## src/rtl/irq_flag_pkg.sv

```systemverilog
package irq_flag_pkg;
  localparam int SRC_N   = 5;
  localparam int DATA_W  = 8;
  localparam int VBL_BIT = 0;
  localparam int STS_BIT = 1;
  localparam int TMR_BIT = 2;
  localparam int EXT_LO  = 3;
  localparam int EXT_N   = SRC_N - EXT_LO;
  localparam int PAD_W   = DATA_W - SRC_N;

  typedef logic [SRC_N-1:0] srcVec_t;

  typedef struct packed {
    logic    wrFlag;
    logic    wrEnable;
    srcVec_t commitMask;
    srcVec_t directSet;
    srcVec_t stageSet;
  } ctlStrobes_t;
endpackage

```

## src/rtl/irq_flag_ctl.sv

```systemverilog
module irq_flag_ctl
  import irq_flag_pkg::*;
(
  input  logic             clk,
  input  logic             rst_n,
  input  logic             altMode,
  input  logic             vidStep,
  input  logic             vblankReq,
  input  logic             statLine,
  input  logic             timStep,
  input  logic             timerReq,
  input  logic [EXT_N-1:0] extReq,
  input  logic             regSel,
  input  logic             regWr,
  output ctlStrobes_t      strobes
);
  logic    prevStat;
  logic    statRise;
  srcVec_t videoVec;

  // status line level remembered once per video step
  always_ff @(posedge clk or negedge rst_n) begin
    if (!rst_n) prevStat <= 1'b0;
    else if (vidStep) prevStat <= statLine;
  end

  assign statRise = vidStep & statLine & ~prevStat;

  always_comb begin
    videoVec = '0;
    videoVec[VBL_BIT] = vidStep & vblankReq;
    videoVec[STS_BIT] = statRise;
  end

  always_comb begin
    strobes = '0;
    strobes.wrFlag   = regWr & ~regSel;
    strobes.wrEnable = regWr & regSel;
    strobes.commitMask[VBL_BIT] = vidStep;
    strobes.commitMask[STS_BIT] = vidStep;
    strobes.commitMask[TMR_BIT] = timStep;
    if (altMode) strobes.stageSet  = videoVec;
    else         strobes.directSet = videoVec;
    strobes.stageSet[TMR_BIT] = timStep & timerReq;
    for (int i = 0; i < EXT_N; i++) begin
      strobes.directSet[EXT_LO+i] = extReq[i];
    end
  end
endmodule

```

## src/rtl/irq_flag_dp.sv

```systemverilog
module irq_flag_dp
  import irq_flag_pkg::*;
(
  input  logic              clk,
  input  logic              rst_n,
  input  ctlStrobes_t       strobes,
  input  logic [DATA_W-1:0] wrData,
  input  logic              regSel,
  input  logic              halted,
  output logic [DATA_W-1:0] rdData,
  output srcVec_t           pending,
  output srcVec_t           flagsQ,
  output srcVec_t           stagedQ
);
  logic [DATA_W-1:0] enableQ;
  srcVec_t           flagsNext;
  srcVec_t           stagedNext;
  srcVec_t           stagedSeen;

  always_comb begin
    if (strobes.wrFlag) begin
      flagsNext  = wrData[SRC_N-1:0];
      stagedNext = '0;
    end else begin
      flagsNext  = flagsQ | (stagedQ & strobes.commitMask) | strobes.directSet;
      stagedNext = (stagedQ & ~strobes.commitMask) | strobes.stageSet;
    end
  end

  always_ff @(posedge clk or negedge rst_n) begin
    if (!rst_n) begin
      flagsQ  <= '0;
      stagedQ <= '0;
      enableQ <= '0;
    end else begin
      flagsQ  <= flagsNext;
      stagedQ <= stagedNext;
      if (strobes.wrEnable) enableQ <= wrData;
    end
  end

  assign stagedSeen = halted ? '0 : stagedQ;
  assign pending    = enableQ[SRC_N-1:0] & (flagsQ | stagedSeen);
  assign rdData     = regSel ? enableQ : {{PAD_W{1'b1}}, flagsQ | stagedQ};
endmodule

```

## src/rtl/irq_flag_ctrl.sv

```systemverilog
module irq_flag_ctrl
  import irq_flag_pkg::*;
(
  input  logic              clk,
  input  logic              rst_n,
  input  logic              altMode,
  input  logic              vidStep,
  input  logic              vblankReq,
  input  logic              statLine,
  input  logic              timStep,
  input  logic              timerReq,
  input  logic [EXT_N-1:0]  extReq,
  input  logic              regSel,
  input  logic              regWr,
  input  logic [DATA_W-1:0] wrData,
  output logic [DATA_W-1:0] rdData,
  input  logic              halted,
  output logic [SRC_N-1:0]  pending,
  output logic              wake
);
  ctlStrobes_t strobes;
  srcVec_t     flagsQ;
  srcVec_t     stagedQ;

  irq_flag_ctl u_ctl (
    .clk(clk), .rst_n(rst_n), .altMode(altMode), .vidStep(vidStep),
    .vblankReq(vblankReq), .statLine(statLine), .timStep(timStep),
    .timerReq(timerReq), .extReq(extReq), .regSel(regSel), .regWr(regWr),
    .strobes(strobes)
  );

  irq_flag_dp u_dp (
    .clk(clk), .rst_n(rst_n), .strobes(strobes), .wrData(wrData),
    .regSel(regSel), .halted(halted), .rdData(rdData), .pending(pending),
    .flagsQ(flagsQ), .stagedQ(stagedQ)
  );

  assign wake = |pending;
endmodule

```

## config.mk

```make
export PLATFORM = sky130hd
export DESIGN_NAME = irq_flag_ctrl
export DESIGN_NICKNAME = d
export VERILOG_FILES = /design/src/rtl/irq_flag_pkg.sv /design/src/rtl/irq_flag_ctl.sv /design/src/rtl/irq_flag_dp.sv /design/src/rtl/irq_flag_ctrl.sv
export SDC_FILE = /design/constraint.sdc
export NUM_CORES = 1
export LEC_CHECK = 0
export ABC_AREA = 1
export ABC_CLOCK_PERIOD_IN_PS = 1900
export BUFFER_PORTS_ARGS = -buffer_cell sky130_fd_sc_hd__buf_2
export CAP_MARGIN = 0
export CELL_PAD_IN_SITES_DETAIL_PLACEMENT = 0
export CELL_PAD_IN_SITES_GLOBAL_PLACEMENT = 1
export CORE_MARGIN = 10
export CORE_UTILIZATION = 37
export CTS_CLUSTER_DIAMETER = 150
export CTS_CLUSTER_SIZE = 25
export DETAILED_ROUTE_END_ITERATION = 8
export PLACE_DENSITY_LB_ADDON = 0.1
export SLEW_MARGIN = 5
export SYNTH_ARGS = -nofsm -noshare
export SYNTH_HDL_FRONTEND = slang
export SYNTH_HIERARCHICAL = 1
export SYNTH_SLANG_ARGS = --single-unit
```

## constraint.sdc

```tcl
create_clock -name clk -period 1.9 [get_ports clk]
set_clock_uncertainty 0.1 [all_clocks]
set_input_delay 0.19 -clock clk [delete_from_list [all_inputs] [get_ports clk]]
set_output_delay 0.19 -clock clk [all_outputs]
set_load 0.05 [all_outputs]
```

Word-level counts from Yosys, hierarchy flattened
Index checks and enable logic that the tools add are counted.
{"block": "totals", "output_inout_bits": 14, "regBits": 19}
{"block": "classes", "bitwise": 17, "n_reduce_logical": 1, "muxes": 6}
{"operator": "$or 5x5->5", "n": 4}
{"operator": "$mux 5", "n": 3}
{"operator": "$and 5x5->5", "n": 2}
{"operator": "$mux 8", "n": 1}
{"operator": "$and 1x1->1", "n": 6}
{"operator": "$and 5x3->5", "n": 1}
{"operator": "$not 3->5", "n": 1}
{"operator": "$or 5x3->5", "n": 1}
{"operator": "$reduce_or 5->1", "n": 1}
{"operator": "$mux 2", "n": 2}
{"operator": "$not 1->1", "n": 2}

Logic depth before layout (Yosys ltp)
Gate-level depths: netlist (run 1).
{"block": "logic_depth", "word_depth": 5, "depth_mapped": 7}

Cells and area by module
Netlist (run 1), hierarchy kept.
{"mod": "irq_flag_dp", "cells_each": 120, "seq_area_each_um2": 450.4, "area_per_inst_um2": 874.6, "n_inst": 1}
{"mod": "irq_flag_ctl", "cells_each": 28, "seq_area_each_um2": 25.0, "area_per_inst_um2": 171.4, "n_inst": 1}
{"mod": "irq_flag_ctrl", "cells_each": 4, "seq_area_each_um2": 0.0, "area_per_inst_um2": 16.3, "n_inst": 1}

Worst setup path after synthesis (run 1)
Ideal clock, no wire load.
{"block": "synth_path", "path_kind": "flip-flop to output port", "startpoint": "reg u_dp.flagsQ[4]", "endpoint": "out wake", "t_required_ns": 1.610, "arrival_time_ns": 1.645, "slack_ns": -0.035, "path_stages_with_launch": 5, "path_cell_list": "dfrtp_1 -> o21ai_0 -> nor2_1 -> nor2_1 -> nand3_1"}
{"block": "synth_via", "elab_chain_cells": 3}
{"element": "start, declared", "line_no": "irq_flag_dp.sv:12", "text": "output srcVec_t flagsQ,"}
{"element": "start signal, assigned", "line_no": "irq_flag_dp.sv:36", "text": "flagsQ <= flagsNext;"}
{"element": "$or 5x5->5", "line_no": "irq_flag_dp.sv:43", "text": "assign pending = enableQ[SRC_N-1:0] & (flagsQ | stagedSeen);"}
{"element": "$and 5x5->5", "line_no": "irq_flag_dp.sv:43"}
{"element": "via pending[4]", "line_no": "irq_flag_ctrl.sv:18", "text": "output logic [SRC_N-1:0] pending,"}
{"element": "$reduce_or 5->1", "line_no": "irq_flag_ctrl.sv:38", "text": "assign wake = |pending;"}
{"element": "end, declared", "line_no": "irq_flag_ctrl.sv:19", "text": "output logic wake"}
The timed path passes the listed nets, and every way through them passes these cells.

Final worst setup path (run 1)
{"block": "layout_path", "startpoint": "reg u_dp.flagsQ[4]", "endpoint": "out wake"}
{"block": "layout_via", "elab_chain_cells": 3}
{"element": "$or 5x5->5", "line_no": "irq_flag_dp.sv:43"}
{"element": "$and 5x5->5", "line_no": "irq_flag_dp.sv:43"}
{"element": "$reduce_or 5->1", "line_no": "irq_flag_ctrl.sv:38"}
No other way between the ends.

==> results.toml, run 1 <==
[synth]
yosys.area.top_type = "dfrtp_1"
synth_area_per_cell_sq_um = 6.99
yosysWarnings = 6
postSynthRegisterBits = 19
syn_area_sq_um = 1060
ys_types = 12
synth_area_leaders = "dfrtp_1 45%, nand2_1 16%, nor2_1 9.5%"
post-synth-top-area-fraction = 0.448
yosysSeqAreaShare = 0.448
syn_inst = 152

[global_route]
antenna_found_initial = 0
grt_usage = 0.105
grt_max_degree = 20
grt_pass1_vias = 1028
grt_pass1_wl_mm = 4.61
grt_overflow_total = 0

[detailed_routing]
avgRoutedWirePerCell_um = 12.1
drtPass1Iterations = 6
wirelength_mm = 2.64
met3_length_um = 246
met1_length_mm = 1.16
routed.top_layer = "met4"
drc = 0
met2WireLength_mm = 1.22
route.vias.total = 968
ant_nets = 0
via_per_inst = 4.44
drt_iter0_markers = 51

[setup_path]
crit_arrival_ns = 1.41
rrSetupSlack_ns = 0.93
end_kind = "output pin"
slowest_stage = "dfrtp_1"
path_max_fanout = 3
cp.required_ns = 1.61
critPathKind = "flop to output pin"
slowest_delay_ns = 0.42
cp_cell_sequence = "o21ai_0, nor2_2, nor2_1, nand3_1, buf_2"
regToRegEndpoint = "u_dp/flagsQ[1]"
start_kind = "flop"
r2r-start = "u_ctl/prevStat"
r2r_cells = 7
crit_end = "wake"
startpoint = "u_dp/flagsQ[4]"

[timing]
finalCritPeriodShare = 0.892
grt_setup_unrepaired = "no"
fmax_mhz = 590
final-max-slew-violation-count = 0
setup_viol = 0
min_period_ns = 1.70
setup_tns_ns = 0
final_hold_viol_count = 0

[floorplanning]
die_w_um = 73.6
io_pins = 35
die_area_sq_um = 5410
start_util = 0.385
coreArea_sq_um = 2760
rows = 19
die_height_um = 73.6

[place]
place_congestion = 0.799
portBuffers = 34
dp_hpwl_mm = 2.05

[cts]
worstSkewPairLatency_ns = 0.29
cts.sink_count = 19
ctsRootBufferMaster = "clkbuf_4"
cts_buffer_depth = 2
cts.htree.levels = 1
cts.clk_slew.worst_paths_ns = 0.11
cts_made_buffers = 3
cts_setup_buffers = 0
cts.repair.resized = 0
cts_tree = "done"

[finish]
regArea_sq_um = 475
multi_input_area_sq_um = 432
finalNetCount = 209
drive_gt1_frac = 0.225
area_growth_pct = 20.4
layout_commonest_cell = "nand2_1"
final_cell_mix = "45 x nand2_1, 34 x buf_2, 24 x nor2_1, 21 x inv_1"
n_antenna_cell = 0
fill_cells = 302

[power]
power_density_nw_per_um2 = 809
p_leak_uw = 0.000702
vdd_drop_max_uv = 457
p_total_uw = 1030

[outcome]
status = "completed"

[min_path]
hold_class = "input pin to flop"

[flow_run]
drv_cap = 0
-- power by group --
| group | internal, uW | switching (uW) | leakage [uW] |
|---|---|---|---|
| combinational | 94.5 | 260 | 0.000457 |
| clock | 81.6 | 124 | 0.0000150 |
| sequential | 448 | 27.0 | 0.000229 |
| total | 624 | 411 | 0.000702 |
-- worst max-delay path, delay by kind of cell, from the launching register on --
family | cells | cell delay [ns]
DFF | 1 | 0.42
buffers and inverters | 1 | 0.22
AOI/OAI and AO/OA | 1 | 0.22
and+or+nand+nor | 3 | 0.26
-- how the worst min path moves through the flow --
stage | startpoint | to | slack (ns) | cells after the start
6_report | wrData[4] | u_dp/flagsQ[4] | 0.01 | 3
5_1_grt | wrData[2] | u_dp/enableQ[2] | 0.01 | 3
4_1_cts | wrData[4] | u_dp/flagsQ[4] | 0.003 | 3
3_5_place_dp | rst_n | u_dp/enableQ[5] | 0.06 | 1
3_3_place_gp | rst_n | u_ctl/prevStat | 0.06 | 1
2_1_floorplan | rst_n | u_ctl/prevStat | -0.21 | 0
-- cells in the mapped netlist --
cell type	instances
a21oi_1	5
buf_2	1
buf_4	11
buf_6	1
conb_1	1
dfrtp_1	19
inv_1	21
nand2_1	45
nand3_1	1
nand3_2	1
nor2_1	27
o21ai_0	19
-- flip-flops by register name, indices dropped and copies added (netlist names) --
| register | cells |
|---|---|
| u_dp/enableQ | 8 |
| u_dp/flagsQ | 5 |
| u_dp/stagedQ | 5 |
| u_ctl/prevStat | 1 |
-- area by class of cell --
cell class                      instances  area share
Sequential cell                        19       0.372
Tap cell                               31      0.0303
Timing Repair Buffer                   40       0.178
Clock buffer                            4      0.0205
Multi-Input combinational cell        103       0.338
Inverter                               21      0.0616
-- cells by family (layout without fill, tap and decap cells) --
group | count (synthesis) | count (layout) | share of synthesized area
simple gates | 74 | 74 | 0.269
buf+inv | 34 | 65 | 0.167
compound gates | 24 | 24 | 0.113
flops | 19 | 19 | 0.448
other cells | 1 | 5 | 0.00353
-- routing by layer --
| layer | up-vias | global-route usage |
|---|---|---|
| li1 | 514 | - |
| met1 | 433 | 0.118 |
| met2 | 19 | 0.177 |
| met3 | 2 | 0.0404 |
| met4 | 0 | 0.0373 |
| met5 | - | 0 |
-- through the flow --
step           hold WS, ns  cell area (sq um)  utilization  std cells  setup WS, ns
2_1_floorplan       -0.206               1080            -        156        0.0212
3_3_place_gp        0.0629               1200        0.436        209         0.508
3_5_place_dp        0.0640               1200        0.436        209         0.526
4_1_cts            0.00268               1280        0.464        218         0.175
5_1_grt             0.0140               1280        0.464        218         0.117
6_report            0.0146               1280        0.464        218         0.205
-- repair_timing --
action | 4_1_cts | 5_1_grt
setup endpoints to repair | 0 | 0
hold endpoints to repair | 24 | 0
hold buffers | 5 | 0
No activity file was read; power rests on OpenSTA's default activity.
==> inputs of run 2 (changes only) <==
--- a/config.mk
+++ b/config.mk
@@ -6,7 +6,7 @@
 export NUM_CORES = 1
 export LEC_CHECK = 0
 export ABC_AREA = 1
-export ABC_CLOCK_PERIOD_IN_PS = 1900
+export ABC_CLOCK_PERIOD_IN_PS = 2100
 export BUFFER_PORTS_ARGS = -buffer_cell sky130_fd_sc_hd__buf_2
 export CAP_MARGIN = 0
 export CELL_PAD_IN_SITES_DETAIL_PLACEMENT = 0
==> constraint.sdc (replaced) <==
create_clock -name clk -period 2.1 [get_ports clk]
set_clock_uncertainty 0.1 [all_clocks]
set_input_delay 0.21 -clock clk [delete_from_list [all_inputs] [get_ports clk]]
set_output_delay 0.21 -clock clk [all_outputs]
set_load 0.05 [all_outputs]
==> run 2 against run 1 <==
  * Sequential power down 9.3%
  * Largest power group unchanged
  * Highest routed layer unchanged
  * Critical path depth unchanged
  * Count of clock-buffer cells in the layout unchanged
  * Largest cell class unchanged
  * Via count down 2.1%
  * Wire length up 0.30%
  * Critical endpoint unchanged
==> results.toml, run 2 (same netlist as run 1, synthesis figures left out) <==
[outcome]
status = "completed"

[place]
portBuffers = 34
dp_hpwl_mm = 2.12
dp_slack_ns = 0.670
place_congestion = 0.781

[detailed_routing]
drt_iter0_markers = 44
route.vias.total = 948
drtPass1Iterations = 4
via_per_inst = 4.43
ant_nets = 0
avgRoutedWirePerCell_um = 12.4
drc = 0
wirelength_mm = 2.65

[global_route]
grt_usage = 0.104
antenna_found_initial = 0
grt_pass1_vias = 1012
grt_pass1_wl_mm = 4.51
grt_overflow_total = 0
grt_max_degree = 20

[cts]
cts_tree = "done"
cts.repair.resized = 0
worstSkewPairLatency_ns = 0.30
ctsRootBufferMaster = "clkbuf_4"
cts.sink_count = 19
cts_made_buffers = 3
cts_setup_buffers = 0
cts.htree.levels = 1
cts_buffer_depth = 2
cts.clk_slew.worst_paths_ns = 0.11

[finish]
largestRegisters = "u_dp/enableQ (8), u_dp/flagsQ (5), u_dp/stagedQ (5)"
finalNetCount = 205
largest_reg_flops = 8
drive_gt1_frac = 0.213
fill_cells = 301
top_register = "u_dp/enableQ"
area_growth_pct = 15.9
final_cell_mix = "45 x nand2_1, 34 x buf_2, 27 x nor2_1, 21 x inv_1"
layout_commonest_cell = "nand2_1"
n_antenna_cell = 0

[setup_path]
critPathKind = "flop to output pin"
crit_top_cell = "nor2_1"
end_kind = "output pin"
path_buf_inv = 1
start_kind = "flop"
slowest_delay_ns = 0.41
crit_arrival_ns = 1.37
slowest_stage = "dfrtp_1"
cp.required_ns = 1.79
path_max_fanout = 3
path_delay_family = "flip-flops"
cp_cell_sequence = "o21ai_0, nor2_1, nor2_1, nand3_1, buf_2"

[min_path]
hold_class = "input pin to flop"

[floorplanning]
start_util = 0.385
die_w_um = 73.6
rows = 19
coreArea_sq_um = 2760
die_height_um = 73.6
die_area_sq_um = 5410
io_pins = 35

[power]
p_leak_uw = 0.000685
vdd_drop_max_uv = 651
p_total_uw = 927
power_density_nw_per_um2 = 753

[timing]
grt_setup_unrepaired = "no"
setup_tns_ns = 0
fin_ws_ns = 0.420
finalCritPeriodShare = 0.800
min_period_ns = 1.68
setup_viol = 0
final-max-slew-violation-count = 0
final_hold_viol_count = 0
fmax_mhz = 595

[flow_run]
drv_cap = 0
[run 2: layer usage]
| metal | wire length (um) | GRT usage |
|---|---|---|
| met1 | 1120 | 0.117 |
| met2 | 1330 | 0.177 |
| met3 | 175 | 0.0444 |
| met4 | 17 | 0.0207 |
| met5 | 0 | 0 |
[run 2: cell type report]
| class | count | area, sq um | share of cell area |
|---|---|---|---|
| inverter | 21 | 78.8 | 0.0640 |
| tap | 31 | 38.8 | 0.0315 |
| timing repair buffer | 36 | 188 | 0.152 |
| clock buffer | 4 | 26.3 | 0.0213 |
| sequential | 19 | 475 | 0.386 |
| multi-input combinational | 103 | 424 | 0.345 |
[run 2: final timing paths]
kind | start | endpoint | slack (ns) | cells past startpoint
max | u_dp/flagsQ[1] | wake | 0.42 | 5
min | wrData[6] | u_dp/enableQ[6] | 0.007 | 3
max reg2reg | u_ctl/prevStat | u_dp/flagsQ[1] | 1.14 | 7
min reg2reg | u_dp/enableQ[5] | u_dp/enableQ[5] | 0.43 | 2
max in group asynchronous | rst_n | u_dp/stagedQ[2] | 1.30 | 2
min in group asynchronous | rst_n | u_ctl/prevStat | 0.27 | 2
[run 2: power by group]
part | switching, uW | internal (uW)
registers | 26.1 | 405
clock network | 112 | 74.0
logic | 230 | 79.4
total | 368 | 559
[run 2: worst reg2reg max path, cell delays in order, from the launching register on]
cell,delay (ns)
dfrtp_1,0.38
inv_1,0.07
nand3_2,0.07
nor2_1,0.09
nor2_1,0.05
nand2_1,0.05
nand2_1,0.04
nand2_1,0.05
[run 2: stage by stage]
stage	hold WS, ns	instances	utilization	cell area, sq um
global placement	0.0830	209	0.433	1190
CTS	0.000768	214	0.446	1230
global route	0.0145	214	0.446	1230
finish	0.00724	214	0.446	1230
floorplan	-0.186	156	-	1080
detailed placement	0.0865	209	0.433	1190
[run 2: what timing repair did]
action / in CTS / in global routing
hold buffers: 1 / 0
hold endpoints to repair: 19 / 0
setup endpoints to repair: 0 / 0
